<file path="config.mk">
export PLATFORM = sky130hd
export DESIGN_NAME = ctr_chan
export DESIGN_NICKNAME = d
export VERILOG_FILES = /design/src/rtl/ctr_chan_pkg.sv /design/src/rtl/ctr_chan_sync.sv /design/src/rtl/ctr_chan_presc.sv /design/src/rtl/ctr_chan_regs.sv /design/src/rtl/ctr_chan.sv
export SDC_FILE = /design/constraint.sdc
export NUM_CORES = 1
export LEC_CHECK = 0
export BUFFER_PORTS_ARGS = -buffer_cell sky130_fd_sc_hd__clkbuf_2
export CORE_MARGIN = 10
export CORE_UTILIZATION = 59
export CTS_CLUSTER_DIAMETER = 120
export DETAILED_ROUTE_END_ITERATION = 6
export PLACE_DENSITY = 0.81
export SLEW_MARGIN = 30
export SYNTH_ARGS = -nofsm -noshare
export SYNTH_HDL_FRONTEND = slang
export SYNTH_HIERARCHICAL = 1
export SYNTH_SLANG_ARGS = --single-unit
</file>
<file path="constraint.sdc">
create_clock -name clk -period 3.45 [get_ports clk]
set_input_delay 1.035 -clock clk [delete_from_list [all_inputs] [get_ports clk]]
set_output_delay 1.035 -clock clk [all_outputs]
set_load 0.01 [all_outputs]
</file>
<file path="src/rtl/ctr_chan_pkg.sv">
package ctr_chan_pkg;
  typedef struct packed {
    logic spare;
    logic halt;
    logic tc_follows;
    logic trig_start;
    logic edge_rise;
    logic pre_hi;
    logic ctr_mode;
    logic irq_en;
  } ctl_t;
endpackage

</file>
<file path="src/rtl/ctr_chan_sync.sv">
module ctr_chan_sync #(
  parameter int STAGES = 2
) (
  input  logic clk,
  input  logic rst,
  input  logic din,
  input  logic rise_sel,
  output logic edge_o
);
  logic [STAGES:0] chain;

  genvar g;
  generate
    for (g = 0; g <= STAGES; g++) begin : g_stage
      if (g == 0) begin : g_first
        always_ff @(posedge clk) chain[0] <= rst ? 1'b0 : din;
      end else begin : g_next
        always_ff @(posedge clk) chain[g] <= rst ? 1'b0 : chain[g-1];
      end
    end
  endgenerate

  logic cur, prev;
  assign cur  = chain[STAGES-1];
  assign prev = chain[STAGES];
  assign edge_o = rise_sel ? (cur & ~prev) : (~cur & prev);

  p_edge_single_r7: assert property (@(posedge clk) disable iff (rst)
    edge_o |=> !edge_o);
endmodule

</file>
<file path="src/rtl/ctr_chan_presc.sv">
module ctr_chan_presc #(
  parameter int LO_LOG = 4,
  parameter int HI_LOG = 8
) (
  input  logic clk,
  input  logic rst,
  input  logic run,
  input  logic sel_hi,
  output logic tick
);
  logic [HI_LOG-1:0] cnt;

  assign tick = run & (sel_hi ? (&cnt) : (&cnt[LO_LOG-1:0]));

  always_ff @(posedge clk) begin
    if (rst || !run) cnt <= '0;
    else if (tick)   cnt <= '0;
    else             cnt <= cnt + 1'b1;
  end

  p_tick_spacing_r2: assert property (@(posedge clk) disable iff (rst)
    tick |=> !tick);
endmodule

</file>
<file path="src/rtl/ctr_chan_regs.sv">
module ctr_chan_regs
  import ctr_chan_pkg::*;
#(
  parameter int DW = 8
) (
  input  logic          clk,
  input  logic          rst,
  input  logic          wr_fire,
  input  logic [DW-1:0] wr_data,
  output ctl_t          ctl_o,
  output logic [DW-1:0] tc_o,
  output logic          tc_load_o,
  output logic          stop_o,
  output logic          await_o
);
  ctl_t wr_ctl;
  assign wr_ctl    = ctl_t'(wr_data[7:0]);
  assign tc_load_o = wr_fire & await_o;
  assign stop_o    = wr_fire & ~await_o & (wr_ctl.tc_follows | wr_ctl.halt);

  always_ff @(posedge clk) begin
    if (rst) begin
      ctl_o   <= '0;
      tc_o    <= '0;
      await_o <= 1'b0;
    end else if (wr_fire) begin
      if (await_o) begin
        tc_o    <= wr_data;
        await_o <= 1'b0;
      end else begin
        ctl_o   <= wr_ctl;
        await_o <= wr_ctl.tc_follows;
      end
    end
  end

  p_await_hold_r9: assert property (@(posedge clk) disable iff (rst)
    (await_o && !wr_fire) |=> await_o);
endmodule

</file>
<file path="src/rtl/ctr_chan.sv">
module ctr_chan
  import ctr_chan_pkg::*;
#(
  parameter int CNT_W     = 8,
  parameter int SYNC_STG  = 2,
  parameter int PRE_LO_LG = 4,
  parameter int PRE_HI_LG = 8
) (
  input  logic             clk,
  input  logic             rst,
  input  logic             wr_valid,
  output logic             wr_ready,
  input  logic [CNT_W-1:0] wr_data,
  input  logic             trig_in,
  input  logic             irq_ack,
  output logic [CNT_W-1:0] rd_count,
  output logic             zero_pulse,
  output logic             irq_req
);
  localparam logic [CNT_W-1:0] ONE = CNT_W'(1);

  ctl_t             ctl;
  logic [CNT_W-1:0] tc;
  logic             tc_load, stop, await_tc, wr_fire;
  logic             trig_edge, tick, dec;
  logic             running, armed;
  logic [CNT_W-1:0] count;

  assign wr_ready = ~rst;
  assign wr_fire  = wr_valid & wr_ready;

  ctr_chan_regs #(.DW(CNT_W)) regs_i (
    .clk(clk), .rst(rst), .wr_fire(wr_fire), .wr_data(wr_data),
    .ctl_o(ctl), .tc_o(tc), .tc_load_o(tc_load), .stop_o(stop),
    .await_o(await_tc)
  );

  ctr_chan_sync #(.STAGES(SYNC_STG)) sync_i (
    .clk(clk), .rst(rst), .din(trig_in), .rise_sel(ctl.edge_rise),
    .edge_o(trig_edge)
  );

  ctr_chan_presc #(.LO_LOG(PRE_LO_LG), .HI_LOG(PRE_HI_LG)) presc_i (
    .clk(clk), .rst(rst), .run(running & ~ctl.ctr_mode),
    .sel_hi(ctl.pre_hi), .tick(tick)
  );

  assign dec = running & (ctl.ctr_mode ? trig_edge : tick);

  always_ff @(posedge clk) begin
    if (rst) begin
      count      <= '0;
      running    <= 1'b0;
      armed      <= 1'b0;
      zero_pulse <= 1'b0;
      irq_req    <= 1'b0;
    end else begin
      zero_pulse <= 1'b0;
      if (irq_ack || !ctl.irq_en) irq_req <= 1'b0;
      if (stop) begin
        running <= 1'b0;
        armed   <= 1'b0;
      end else if (tc_load) begin
        count <= wr_data;
        if (!ctl.ctr_mode && ctl.trig_start) begin
          armed   <= 1'b1;
          running <= 1'b0;
        end else begin
          armed   <= 1'b0;
          running <= 1'b1;
        end
      end else if (armed && trig_edge) begin
        armed   <= 1'b0;
        running <= 1'b1;
      end else if (dec) begin
        if (count == ONE) begin
          count      <= tc;
          zero_pulse <= 1'b1;
          if (ctl.irq_en) irq_req <= 1'b1;
        end else begin
          count <= count - ONE;
        end
      end
    end
  end

  assign rd_count = count;

  p_zero_single_r5: assert property (@(posedge clk) disable iff (rst)
    zero_pulse |=> !zero_pulse);
  p_reload_r4: assert property (@(posedge clk) disable iff (rst)
    zero_pulse |-> (count == tc));
  p_irq_hold_r6: assert property (@(posedge clk) disable iff (rst)
    (irq_req && !irq_ack && ctl.irq_en) |=> irq_req);
  p_irq_gated_r6: assert property (@(posedge clk) disable iff (rst)
    $rose(irq_req) |-> $past(ctl.irq_en));
  p_halt_freeze_r9: assert property (@(posedge clk) disable iff (rst)
    (await_tc && !wr_fire) |=> $stable(count));
endmodule

</file>
## After elaboration in Yosys (flattened, before gate mapping)

Index checks and enable logic that the tools add are counted.

- Bits in registers: 37
- Input bits: 13
- Output and inout bits: 11
- Logic and storage cells: 76

- Add/sub/neg operators: 2
- Equality and inequality tests: 2
- Multiplexer cells: 22
- Bitwise logic cells: 17
- Reduce and logical (&&, ||, !) cells: 17

Operator list:

| operator | number |
|---|---|
| $mux 8 | 4 |
| $mux 1 | 18 |
| $and 1x1->1 | 9 |
| $add 8x1->8 const B | 1 |
| $eq 8x1->1 const B | 1 |
| $reduce_and 8->1 | 1 |
| $sub 8x1->8 const B | 1 |
| $not 1->1 | 7 |
| $reduce_or 5->1 | 1 |
| $reduce_and 2->1 | 2 |
| $reduce_and 4->1 | 1 |
| $reduce_bool 2->1 | 2 |
| $reduce_or 2->1 | 2 |
| $logic_not 1->1 | 3 |
| $reduce_and 3->1 | 1 |
| $logic_and 1x1->1 | 2 |
| $logic_or 1x1->1 | 2 |
| $ne 2x1->1 const B | 1 |
| $or 1x1->1 | 1 |

## Depth between registers and ports, before layout

- Depth in word-level cells: 9
- Gate-level depth with buffers: 9

## By module

Netlist, hierarchy kept.

Modules (own cells, without submodules):

| module | times used | cells each | area each (µm²) | seq. area each (µm²) |
|---|---|---|---|---|
| ctr_chan | 1 | 101 | 843.3 | 240.2 |
| ctr_chan_regs | 1 | 69 | 725.7 | 340.3 |
| ctr_chan_presc | 1 | 41 | 370.4 | 160.2 |
| ctr_chan_sync | 1 | 9 | 101.3 | 60.1 |

## Least setup slack after synthesis

OpenSTA, ideal clock, no wires.

- Kind: input -> register
- From: input port wr_valid
- To: register count[3] (netlist: rd_count[3])
- Library setup time: 0.119 ns
- Arrival: 2.405 ns
- Required time: 3.331 ns
- Slack: 0.926 ns
- Stages on the path: 8
- Cell sequence: nor2b_1 nand2b_1 buf_6 nor2_1 clkinv_1 and2_1 buf_6 o221a_1

- Longest elaborated chain between the ends: 5
- Elaborated cells on any way between the ends: 9
- Classes of those cells: 1 x eq/ne; 1 x mux; 5 x bitwise; 2 x reduce/logical

RTL lines:

| what | line | source |
|---|---|---|
| from (decl) | ctr_chan.sv:11 | `input logic wr_valid,` |
| $and 1x1->1 | ctr_chan.sv:30 | `assign wr_fire = wr_valid & wr_ready;` |
| $and 1x1->1 (2 in a row) | ctr_chan_regs.sv:19 | `assign stop_o = wr_fire & ~await_o & (wr_ctl.tc_follows \| wr_ctl.halt);` |
| named net stop | ctr_chan.sv:24 | `logic tc_load, stop, await_tc, wr_fire;` |
| $not 1->1 (no source line) | n/a |  |
| $reduce_and 3->1 (no source line) | n/a |  |
| to (signal assigned) | ctr_chan.sv:64 | `count <= wr_data;` |
| to (signal assigned) | ctr_chan.sv:77 | `count <= tc;` |
| to (signal assigned) | ctr_chan.sv:81 | `count <= count - ONE;` |
| to (decl) | ctr_chan.sv:27 | `logic [CNT_W-1:0] count;` |

The timed path passes the listed nets, and every way through them passes these cells.
A chain may end at the register's enable or synchronous reset.

## Worst setup path after layout

- From: input port rst
- To: output port wr_ready

- Longest elaborated chain between the ends: 1

RTL lines:

| what | line | source |
|---|---|---|
| from (decl) | ctr_chan.sv:10 | `input logic rst,` |
| $not 1->1 | ctr_chan.sv:29 | `assign wr_ready = ~rst;` |
| to (decl) | ctr_chan.sv:12 | `output logic wr_ready,` |

No other way between the ends.

==> impl_metrics.csv <==
group,metric,value,unit
timing,slew_headroom,0.658,
placement,place_inst,267,
setup_path,crit_family,"buffers and inverters",
timing,skew,0.00993,ns
run,maxCapViolCount,0,
drt,drt_iter0_drc,181,
placement,gp_congestion,0.887,
logic_synthesis,syn-cell-area,1930,sq um
setup_path,cpPeakStageDelay,0.30,ns
timing,hold_ws,0.448,ns
floorplan,die_w,77.2,um
cells_and_area,mostFrequentLayoutCell,"dfxtp_1",
timing,fin_setup_tns,0,ns
cells_and_area,fill_cells,287,
timing,max_freq,355,MHz
grt,grt_pass1_wl,7010,um
setup_path,crit_fanout,37,
floorplan,num_io_pins,24,
drt,first_pass_iters,4,
logic_synthesis,postSynthAreaPerCell,9.16,sq um
min_path,hold_class,"reg2reg",
placement,place_area,2030,sq um
cts,cts_tree,"yes",
pwr,ir_drop,0.262,mV
timing,worst_pin_slew,0.509,ns
setup_path,critPathBufInv,4,
logic_synthesis,yosysWarnings,6,
timing,final-max-slew-violation-count,0,
pwr,p_per_area,361,nW/um^2
setup_path,path_common_cell,"clkbuf_2",
cells_and_area,multi_input_area,1080,sq um
pwr,total_power,0.751,mW
cts,clock_sinks,37,
cells_and_area,final_util,0.672,
timing,fin_crit,2.82,ns
timing,post-route-period-util,0.817,
cells_and_area,fin_area,2080,sq um
cells_and_area,stdcell_count,274,
placement,dp_hpwl,3160,um
pwr,p_leak,0.808,nW
drt,ant_nets,0,
setup_path,crit_type,"in2out",
floorplan,fp.coreArea,3100,sq um
timing,grt_setup_unrepaired,"false",
drt,wl_per_cell,15.4,um
setup_path,crit_path_end_kind,"output pin",
floorplan,start_util,0.623,
floorplan,dieHeight,77.2,um
setup_path,crit_chain,"clkbuf_2 -> buf_4 -> inv_1 -> clkbuf_2",
cts,ctsHoldBuffers,0,
setup_path,reg2reg_slack,1.11,ns
cells_and_area,drive_gt1_frac,0.187,
cts,root_buffer,"clkbuf_4",
grt,grt_util_all_layers,0.142,
timing,finalWorstSetupSlack,0.632,ns
logic_synthesis,synthCells,211,
grt,grt.overflow.total,0,
setup_path,start_kind,"input port",
grt,antenna_found_initial,0,
setup_path,crit_required,2.41,ns
cts,postCtsSetupBuffers,0,
cts,h-tree-depth,2,
drt,wirelength,4220,um
cells_and_area,final_cell_mix,"dfxtp_1, nand2b_1, clkbuf_2, nand2_1, mux2i_1",
timing,hold_violations,0,
grt,grt_max_degree,38,
cells_and_area,regArea,741,sq um
logic_synthesis,synth_nets,227,
placement,io_buffers,23,
timing,setup_viol,0,
placement,place_ws,0.601,ns
drt,viasPerCell,5.90,
cts,ctsResizeCount,0,
cts,cts_inserted_buffers,5,
setup_path,crit_path_top_delay_cell,"buf_4",
floorplan,rows,20,
cts,insertion_delay,0.35,ns
cells_and_area,nets,246,
drt,vias,1617,
outcome,status,"finished clean",
drt,drc,0,
floorplan,dieArea,5960,sq um
cells_and_area,n_antenna_cell,0,
setup_path,worstPathArrival,1.78,ns
grt,first_global_vias,1440,
cells_and_area,area_growth_syn_to_layout,7.90,%
cts,cts.clk_slew.worst_paths,0.10,ns
cts,cts_buffer_depth,2,
routing by layer:
metal	up-vias	wire length (um)	global-route usage
li1	803	-	-
met1	748	1990	0.195
met2	55	1770	0.200
met3	11	369	0.0513
met4	0	85	0.0456
met5	-	0	0
area by class of cell:
cell class / instances / area share
Multi-Input combinational cell: 155 / 0.520
Inverter: 7 / 0.0126
Timing Repair Buffer: 24 / 0.0588
Clock buffer: 7 / 0.0264
Sequential cell: 37 / 0.355
Tap cell: 44 / 0.0264
sequential cells by signal, indices dropped and copies added (netlist names):
| name | cells |
|---|---|
| zero_pulse | 1 |
| sync_i/prev | 1 |
| sync_i/cur | 1 |
| armed | 1 |
| rd_count | 8 |
| running | 1 |
| irq_req | 1 |
| sync_i/chain | 1 |
| regs_i/await_o | 1 |
| regs_i/ctl_o | 5 |
| presc_i/cnt | 8 |
| regs_i/tc_o | 8 |
power by group:
part	internal, mW	switching, mW
sequential	0.435	0.00822
combinational	0.0351	0.0415
clock	0.0962	0.135
path summary, 6_finish.rpt:
kind / cells after the start / end / start
worst min register to register: 1 / sync_i/cur / sync_i/chain[0]
worst max register to register: 7 / rd_count[7] / presc_i/cnt[0]
worst max-delay path: 4 / wr_ready / rst
worst min-delay path: 1 / sync_i/cur / sync_i/chain[0]
(Power assumes the default switching activity.)
